$ cat src/rtl/lpm_pkg.sv
package lpm_pkg;

    typedef enum logic [2:0] {
        M_RSTH     = 3'd0,
        M_ACT      = 3'd1,
        M_SETTLE   = 3'd2,
        M_SLEEP    = 3'd3,
        M_SUBSLEEP = 3'd4,
        M_SUBACT   = 3'd5,
        M_STBY     = 3'd6
    } lp_mode_e;

    typedef struct packed {
        lp_mode_e mode;
        logic     ret_sub;  // sleep was entered from subactive
        logic     wake;     // wake strobe for the current cycle
    } seq_state_t;

endpackage

$ cat src/rtl/lpm_irq_qual.sv
module lpm_irq_qual #(
    parameter int NUM_IRQ = 8
) (
    input  logic [NUM_IRQ-1:0] irq_pend,
    input  logic [NUM_IRQ-1:0] irq_en,
    input  logic               irq_gmask,
    output logic               hit_o
);
    logic [NUM_IRQ-1:0] live;

    always_comb begin
        live  = irq_pend & irq_en;
        hit_o = (|live) & ~irq_gmask;
    end
endmodule

$ cat src/rtl/lpm_settle_cnt.sv
module lpm_settle_cnt #(
    parameter int CODE_W   = 3,
    parameter int BASE_LOG = 3
) (
    input  logic              clk,
    input  logic              rst_n,
    input  logic              load_i,
    input  logic [CODE_W-1:0] code_i,
    output logic              zero_o,
    output logic              last_o
);
    localparam int CNT_W = BASE_LOG + (1 << CODE_W);
    localparam logic [CNT_W-1:0] ONE = CNT_W'(1);

    logic [CNT_W-1:0] cnt_q, cnt_d;

    always_comb begin
        cnt_d = cnt_q;
        if (load_i) begin
            cnt_d = ONE << (BASE_LOG + int'(code_i));
        end else if (cnt_q != '0) begin
            cnt_d = cnt_q - ONE;
        end
        zero_o = (cnt_q == '0);
        last_o = (cnt_q == ONE);
    end

    always_ff @(posedge clk or negedge rst_n) begin
        if (!rst_n) cnt_q <= '0;
        else        cnt_q <= cnt_d;
    end

    // once loaded, the interval runs down one step per cycle
    p_count_down_r4: assert property (@(posedge clk) disable iff (!rst_n)
        (!load_i && cnt_q != '0) |=> cnt_q == $past(cnt_q) - ONE);

    // every load is a power of two
    p_load_pow2_r4: assert property (@(posedge clk) disable iff (!rst_n)
        load_i |=> $countones(cnt_q) == 1);
endmodule

$ cat src/rtl/lpm_ratio_reg.sv
module lpm_ratio_reg #(
    parameter int SEL_W = 2
) (
    input  logic             clk,
    input  logic             rst_n,
    input  logic             capture_i,
    input  logic [SEL_W-1:0] sel_i,
    output logic [SEL_W-1:0] shift_o
);
    localparam logic [SEL_W-1:0] ONE = SEL_W'(1);

    logic [SEL_W-1:0] shift_q, shift_d;

    always_comb begin
        shift_d = shift_q;
        if (capture_i) begin
            // top code is reserved and saturates to the slowest ratio
            shift_d = (sel_i == '1) ? '1 : sel_i + ONE;
        end
        shift_o = shift_q;
    end

    always_ff @(posedge clk or negedge rst_n) begin
        if (!rst_n) shift_q <= ONE;
        else        shift_q <= shift_d;
    end

    p_ratio_hold_r6: assert property (@(posedge clk) disable iff (!rst_n)
        !capture_i |=> $stable(shift_q));

    p_ratio_nonzero_r5: assert property (@(posedge clk) disable iff (!rst_n)
        shift_q != '0);
endmodule

$ cat src/rtl/lpm_sequencer.sv
module lpm_sequencer
    import lpm_pkg::*;
#(
    parameter int NUM_IRQ  = 8,
    parameter int SETTLE_W = 3,
    parameter int BASE_LOG = 3,
    parameter int SEL_W    = 2
) (
    input  logic                clk,
    input  logic                rst_n,
    input  logic                sleep_req,
    input  logic                cfg_standby,
    input  logic                cfg_direct,
    input  logic                cfg_lowspeed,
    input  logic [SETTLE_W-1:0] cfg_settle,
    input  logic [SEL_W-1:0]    cfg_subdiv,
    input  logic [NUM_IRQ-1:0]  irq_pend,
    input  logic [NUM_IRQ-1:0]  irq_en,
    input  logic                irq_gmask,
    input  logic                res_pin_n,
    output logic                cpu_clk_en,
    output logic                per_clk_en,
    output logic                rtc_clk_en,
    output logic                osc_en,
    output logic [SEL_W-1:0]    clk_shift,
    output logic                int_rst,
    output logic                wake_pulse
);
    seq_state_t       st_q, st_d;
    logic             irq_hit;
    logic             cnt_load, cnt_zero, cnt_last;
    logic             ratio_cap;
    logic [SEL_W-1:0] ratio_shift;
    logic             run_mode;

    lpm_irq_qual #(.NUM_IRQ(NUM_IRQ)) u_irq (
        .irq_pend  (irq_pend),
        .irq_en    (irq_en),
        .irq_gmask (irq_gmask),
        .hit_o     (irq_hit)
    );

    lpm_settle_cnt #(.CODE_W(SETTLE_W), .BASE_LOG(BASE_LOG)) u_cnt (
        .clk    (clk),
        .rst_n  (rst_n),
        .load_i (cnt_load),
        .code_i (cfg_settle),
        .zero_o (cnt_zero),
        .last_o (cnt_last)
    );

    lpm_ratio_reg #(.SEL_W(SEL_W)) u_ratio (
        .clk       (clk),
        .rst_n     (rst_n),
        .capture_i (ratio_cap),
        .sel_i     (cfg_subdiv),
        .shift_o   (ratio_shift)
    );

    // next-state process
    always_comb begin
        st_d      = st_q;
        st_d.wake = 1'b0;
        cnt_load  = 1'b0;
        run_mode  = (st_q.mode == M_ACT) || (st_q.mode == M_SUBACT);
        ratio_cap = sleep_req && run_mode;

        if (!res_pin_n) begin
            st_d.mode = M_RSTH;
            cnt_load  = (st_q.mode != M_RSTH);
        end else begin
            unique case (st_q.mode)
                M_RSTH: begin
                    if (cnt_zero) st_d.mode = M_ACT;
                end
                M_ACT, M_SUBACT: begin
                    if (sleep_req) begin
                        st_d.ret_sub = (st_q.mode == M_SUBACT);
                        if (cfg_standby) begin
                            st_d.mode = M_STBY;
                        end else if (cfg_direct) begin
                            if (cfg_lowspeed) begin
                                st_d.mode = M_SUBACT;
                            end else if (st_q.mode == M_SUBACT) begin
                                st_d.mode = M_SETTLE;
                                cnt_load  = 1'b1;
                            end
                        end else if (cfg_lowspeed) begin
                            st_d.mode = M_SUBSLEEP;
                        end else begin
                            st_d.mode = M_SLEEP;
                        end
                    end
                end
                M_SLEEP: begin
                    if (irq_hit) begin
                        st_d.wake = 1'b1;
                        if (st_q.ret_sub) begin
                            st_d.mode = M_SUBACT;
                        end else begin
                            st_d.mode = M_SETTLE;
                            cnt_load  = 1'b1;
                        end
                    end
                end
                M_SUBSLEEP: begin
                    if (irq_hit) begin
                        st_d.wake = 1'b1;
                        if (cfg_lowspeed) begin
                            st_d.mode = M_SUBACT;
                        end else begin
                            st_d.mode = M_SETTLE;
                            cnt_load  = 1'b1;
                        end
                    end
                end
                M_SETTLE: begin
                    if (cnt_last) st_d.mode = M_ACT;
                end
                default: begin
                    st_d.mode = st_q.mode;  // standby: only the pin leaves it
                end
            endcase
        end
    end

    always_ff @(posedge clk or negedge rst_n) begin
        if (!rst_n) st_q <= '{mode: M_RSTH, ret_sub: 1'b0, wake: 1'b0};
        else        st_q <= st_d;
    end

    // output decode from the registered mode
    always_comb begin
        cpu_clk_en = (st_q.mode == M_ACT) || (st_q.mode == M_SUBACT);
        per_clk_en = cpu_clk_en || (st_q.mode == M_SLEEP);
        rtc_clk_en = (st_q.mode != M_RSTH);
        osc_en     = (st_q.mode == M_ACT) || (st_q.mode == M_SETTLE) ||
                     (st_q.mode == M_RSTH) ||
                     ((st_q.mode == M_SLEEP) && !st_q.ret_sub);
        clk_shift  = ((st_q.mode == M_SUBACT) || (st_q.mode == M_SUBSLEEP) ||
                      ((st_q.mode == M_SLEEP) && st_q.ret_sub)) ? ratio_shift : '0;
        int_rst    = (st_q.mode == M_RSTH);
        wake_pulse = st_q.wake;
    end

    p_masked_stays_r2: assert property (@(posedge clk) disable iff (!rst_n)
        (st_q.mode == M_SUBSLEEP && res_pin_n && !irq_hit) |=> st_q.mode == M_SUBSLEEP);

    p_wake_lowspeed_r3: assert property (@(posedge clk) disable iff (!rst_n)
        (st_q.mode == M_SUBSLEEP && res_pin_n && irq_hit && cfg_lowspeed)
            |=> (cpu_clk_en && wake_pulse && st_q.mode == M_SUBACT));

    p_active_entry_r4: assert property (@(posedge clk) disable iff (!rst_n)
        (st_q.mode == M_SLEEP || st_q.mode == M_SUBSLEEP ||
         st_q.mode == M_SUBACT || st_q.mode == M_STBY) |=> st_q.mode != M_ACT);

    p_standby_holds_r9: assert property (@(posedge clk) disable iff (!rst_n)
        (st_q.mode == M_STBY && res_pin_n) |=> (st_q.mode == M_STBY && !cpu_clk_en));

    p_pin_resets_r10: assert property (@(posedge clk) disable iff (!rst_n)
        !res_pin_n |=> (int_rst && osc_en && !cpu_clk_en));

    p_wake_single_r11: assert property (@(posedge clk) disable iff (!rst_n)
        wake_pulse |=> !wake_pulse);
endmodule

$ cat config.mk
export PLATFORM = sky130hd
export DESIGN_NAME = lpm_sequencer
export DESIGN_NICKNAME = d
export VERILOG_FILES = /design/src/rtl/lpm_pkg.sv /design/src/rtl/lpm_irq_qual.sv /design/src/rtl/lpm_settle_cnt.sv /design/src/rtl/lpm_ratio_reg.sv /design/src/rtl/lpm_sequencer.sv
export SDC_FILE = /design/constraint.sdc
export NUM_CORES = 1
export LEC_CHECK = 0
export BUFFER_PORTS_ARGS = -buffer_cell sky130_fd_sc_hd__buf_4
export CAP_MARGIN = 30
export CORE_MARGIN = 5
export CORE_UTILIZATION = 45
export CTS_CLUSTER_SIZE = 40
export DETAILED_ROUTE_END_ITERATION = 7
export GPL_TIMING_DRIVEN = 0
export HOLD_SLACK_MARGIN = 0.08
export PLACE_DENSITY = 0.82
export SYNTH_ARGS = -nofsm -noshare
export SYNTH_HDL_FRONTEND = slang
export SYNTH_SLANG_ARGS = --single-unit
$ cat constraint.sdc
create_clock -name clk -period 2.05 [get_ports clk]
set_clock_uncertainty 0.05 [all_clocks]
set_input_delay 0.5125 -clock clk [delete_from_list [all_inputs] [get_ports clk]]
set_output_delay 0.5125 -clock clk [all_outputs]
set_load 0.005 [all_outputs]
==> summary.txt <==
WL final -> 3770 um
Net Sw Frac -> 36.6%
# DRC -> 0
RSZ-0062 raised after global routing -> true
Proportion of synthesized area in mux cells -> 10.8%
Flop pwr share -> 40.4%
Vias per Instance -> 5.90
GP Congestion -> 0.931
Number of synthesized flops with an enable pin -> 0
Sw power -> 0.531 mW
Initial drt markers -> 49
Max-Cap Viols -> 0
Compound-Gate Fraction of Synth Area -> 18.6%
Routed Antenna Nets -> 0
Internal power -> 0.921 mW
CP endpoint kind -> flop
Synth warnings -> 0
First-pass GRT wire length -> 5730 um
Slew HR -> 68.4%
CTS sink cnt -> 18
Synth Area in Adders -> 2.78%
Status -> complete, but fails checks
Vias in the first global route -> 1390
Aggregate global routing overflow -> 0
Max incr delay on CP -> 0.54 ns
Root buf cell -> clkbuf_4
Slew @ Worst Pin -> 0.470 ns
CTS Buf Count -> 3
Cells along the critical path -> or4_1 > buf_6 > o41a_1 > nor3b_4 > mux2i_1
Setup ws final -> -0.0513 ns
Clk buf depth -> 2
Die ar. -> 0.00420 mm^2
Met1 usage -> 17.7%
Combinational power share -> 44.0%
Worst slack, placed -> -0.223 ns
Core area -> 0.00281 mm^2
Part of the power in the clock network -> 15.6%
Most used routing layer -> met2
Critical path startpoint category -> flop
Yosys reg bits -> 18
Met3 usage -> 3.80%
Cell Pwr Density -> 764 mW/mm^2
Hold Path Class -> in2reg
Arrival @ worst endpoint -> 2.28 ns
CTS tree -> yes
Post-Syn Area per Cell -> 8.71 um^2
Synth top area share -> 31.5%
Leakage -> 0.813 nW
Sequential element share of the synthesized area -> 33.5%
WP buf/inv -> 1
Post-synthesis simple-gate area fraction -> 26.7%
Area contributors post-synth -> dfrtp_1 (32%), mux2i_1 (6.7%), nand2_1 (4.7%), nor2_1 (3.9%), o21ai_0 (3.0%)
Chip width -> 64.8 um
CP required -> 2.23 ns
Initial Utilization -> 48.1%
CTS clk-pin slew, worst paths -> 0.11 ns
Area leader, netlist -> dfrtp_1
WL per Instance -> 16.0 um
DRT Pass-1 Iters -> 4
Critical path type -> reg2reg
Fin. Hold Viols -> 0
Total power -> 1.45 mW
Post-Syn Nets -> 187
Tmin final -> 2.10 ns
Largest net degree at the start of global routing -> 19
Max-slew violations -> 0
Area growth from synthesis to layout -> 40.8%
Share of flip-flops with an asynchronous set or reset after synthesis -> 100%
Largest family of logic cells by synthesized area -> simple AND/OR/NAND/NOR gates
CP top delay family -> simple AND/OR/NAND/NOR gates
Yosys cell types -> 46
Rows -> 19
Max Freq -> 476 MHz
H-tree depth -> 1
Peak supply drop -> 0.499 mV
Clk_lat worst skew -> 0.30 ns
Layout Nets -> 237
Top FF cell, synth -> dfrtp_1
Post-Synthesis Cells -> 155
Ant diodes -> 0
Post-Synth XOR/XNOR Area -> 3.24%
Via Count -> 1386
Die Ht -> 64.8 um
CP max stage cell -> or4_1
Synthesized area -> 0.00135 mm^2
Ports -> 37
Max FO, Critical Path -> 5
Failing checks -> setup timing
Final Cycle Share -> 103%
IO Port Bufs -> 34
HPWL Detailed -> 2610 um
Gr usage total -> 16.8%
Met2 usage -> 32.6%
Final setup fails -> 6
Layout cell share with drive strength beyond 1 -> 38.2%
Initial antenna violation count -> 0
==> worst register-to-register path, stage by stage (launching register included) <==
cell and delay [ns]:
dfrtp_1 0.39, or4_1 0.54, buf_6 0.15, o41a_1 0.44, nor3b_4 0.25, mux2i_1 0.21
==> power by group through the flow <==
stage | Combinational (mW) | Sequential [mW] | Clock [mW]
6_report | 0.639 | 0.586 | 0.226
5_1_grt | 0.702 | 0.606 | 0.245
4_1_cts | 0.590 | 0.569 | 0.225
3_5_place_dp | 0.464 | 0.603 | 0
3_3_place_gp | 0.433 | 0.594 | 0
2_1_floorplan | 0.339 | 0.570 | 0
==> through the flow <==
| step | TNS [ns] | util, % | hold WS, ns | area, um^2 | std cells |
|---|---|---|---|---|---|
| 3_3_place_gp | -0.428 | 58.7 | 0.344 | 1650 | 220 |
| 4_1_cts | -0.200 | 64.6 | 0.432 | 1810 | 232 |
| 3_5_place_dp | -0.976 | 58.7 | 0.349 | 1650 | 220 |
| 5_1_grt | -0.713 | 67.8 | 0.435 | 1900 | 235 |
| 2_1_floorplan | 0 | - | 0.167 | 1350 | 155 |
| 6_report | -0.207 | 67.8 | 0.426 | 1900 | 235 |
==> cells in the final DEF (no fill, tap or decap), types with 4 or more instances in the layout <==
cell type  Yosys  routed
nor2_1        14      14
buf_4          0      47
o21ai_0        8       7
mux2i_1        9       9
nand2_1       17      17
a22oi_1        5       5
dfrtp_1       17      16
o31ai_1        4       4
a21oi_1        6       5
==> cell usage after synthesis (4+ instances only) <==
cell type	number
nand2_1	17
buf_2	5
mux2i_1	9
nor3_1	4
inv_1	4
nor2b_1	4
clkbuf_1	5
a22oi_1	5
nor2_1	14
dfrtp_1	17
a21oi_1	6
o31ai_1	4
o21ai_0	8
==> flip-flops by register name (all words and copies together), names as in the netlist <==
signal / flops
u_cnt.cnt_q: 11
wake_pulse: 1
st_q: 4
u_ratio.shift_o: 2
==> area by class of cell <==
type,instances,area (um^2)
multi-input combinational,123,910
clock buffer,4,36.3
buffer,7,67.6
inverter,4,15.0
tap,31,38.8
timing repair buffer,48,380
fill,211,905
sequential,18,453
==> cell families (layout without fill, tap and decap cells) <==
family / count (synthesis) / count (layout)
fa+ha+maj: 3 / 3
mux: 14 / 14
buf+inv: 14 / 63
flops: 18 / 18
simple gates: 65 / 65
xor+xnor: 5 / 5
compound gates: 36 / 36
==> repair_timing <==
action	CTS	global route
pin swaps	3	3
gates cloned	0	1
resized for setup	18	14
hold buffers	1	0
setup buffers	8	4
hold endpoints to repair	17	0
endpoints found under the setup margin	17	17
==> layer usage <==
| layer | up-vias | wire length (um) |
|---|---|---|
| met5 | - | 0 |
| met4 | 0 | 82 |
| met3 | 10 | 222 |
| met2 | 61 | 2060 |
| met1 | 649 | 1400 |
| li1 | 666 | - |
==> final timing paths <==
check                                        start                  to  slack (ns)  cells after the start
worst max register to register      u_cnt.cnt_q[7]             st_q[2]       -0.05                      5
max in group asynchronous                    rst_n  u_ratio.shift_o[0]        1.12                      2
worst min-delay path                 cfg_subdiv[0]  u_ratio.shift_o[0]        0.43                      3
min in group asynchronous                    rst_n      u_cnt.cnt_q[2]        0.56                      2
worst max-delay path                u_cnt.cnt_q[7]             st_q[2]       -0.05                      5
worst min register to register  u_ratio.shift_o[0]  u_ratio.shift_o[0]        0.44                      2
Note: power is estimated with default switching activity, not from simulation.
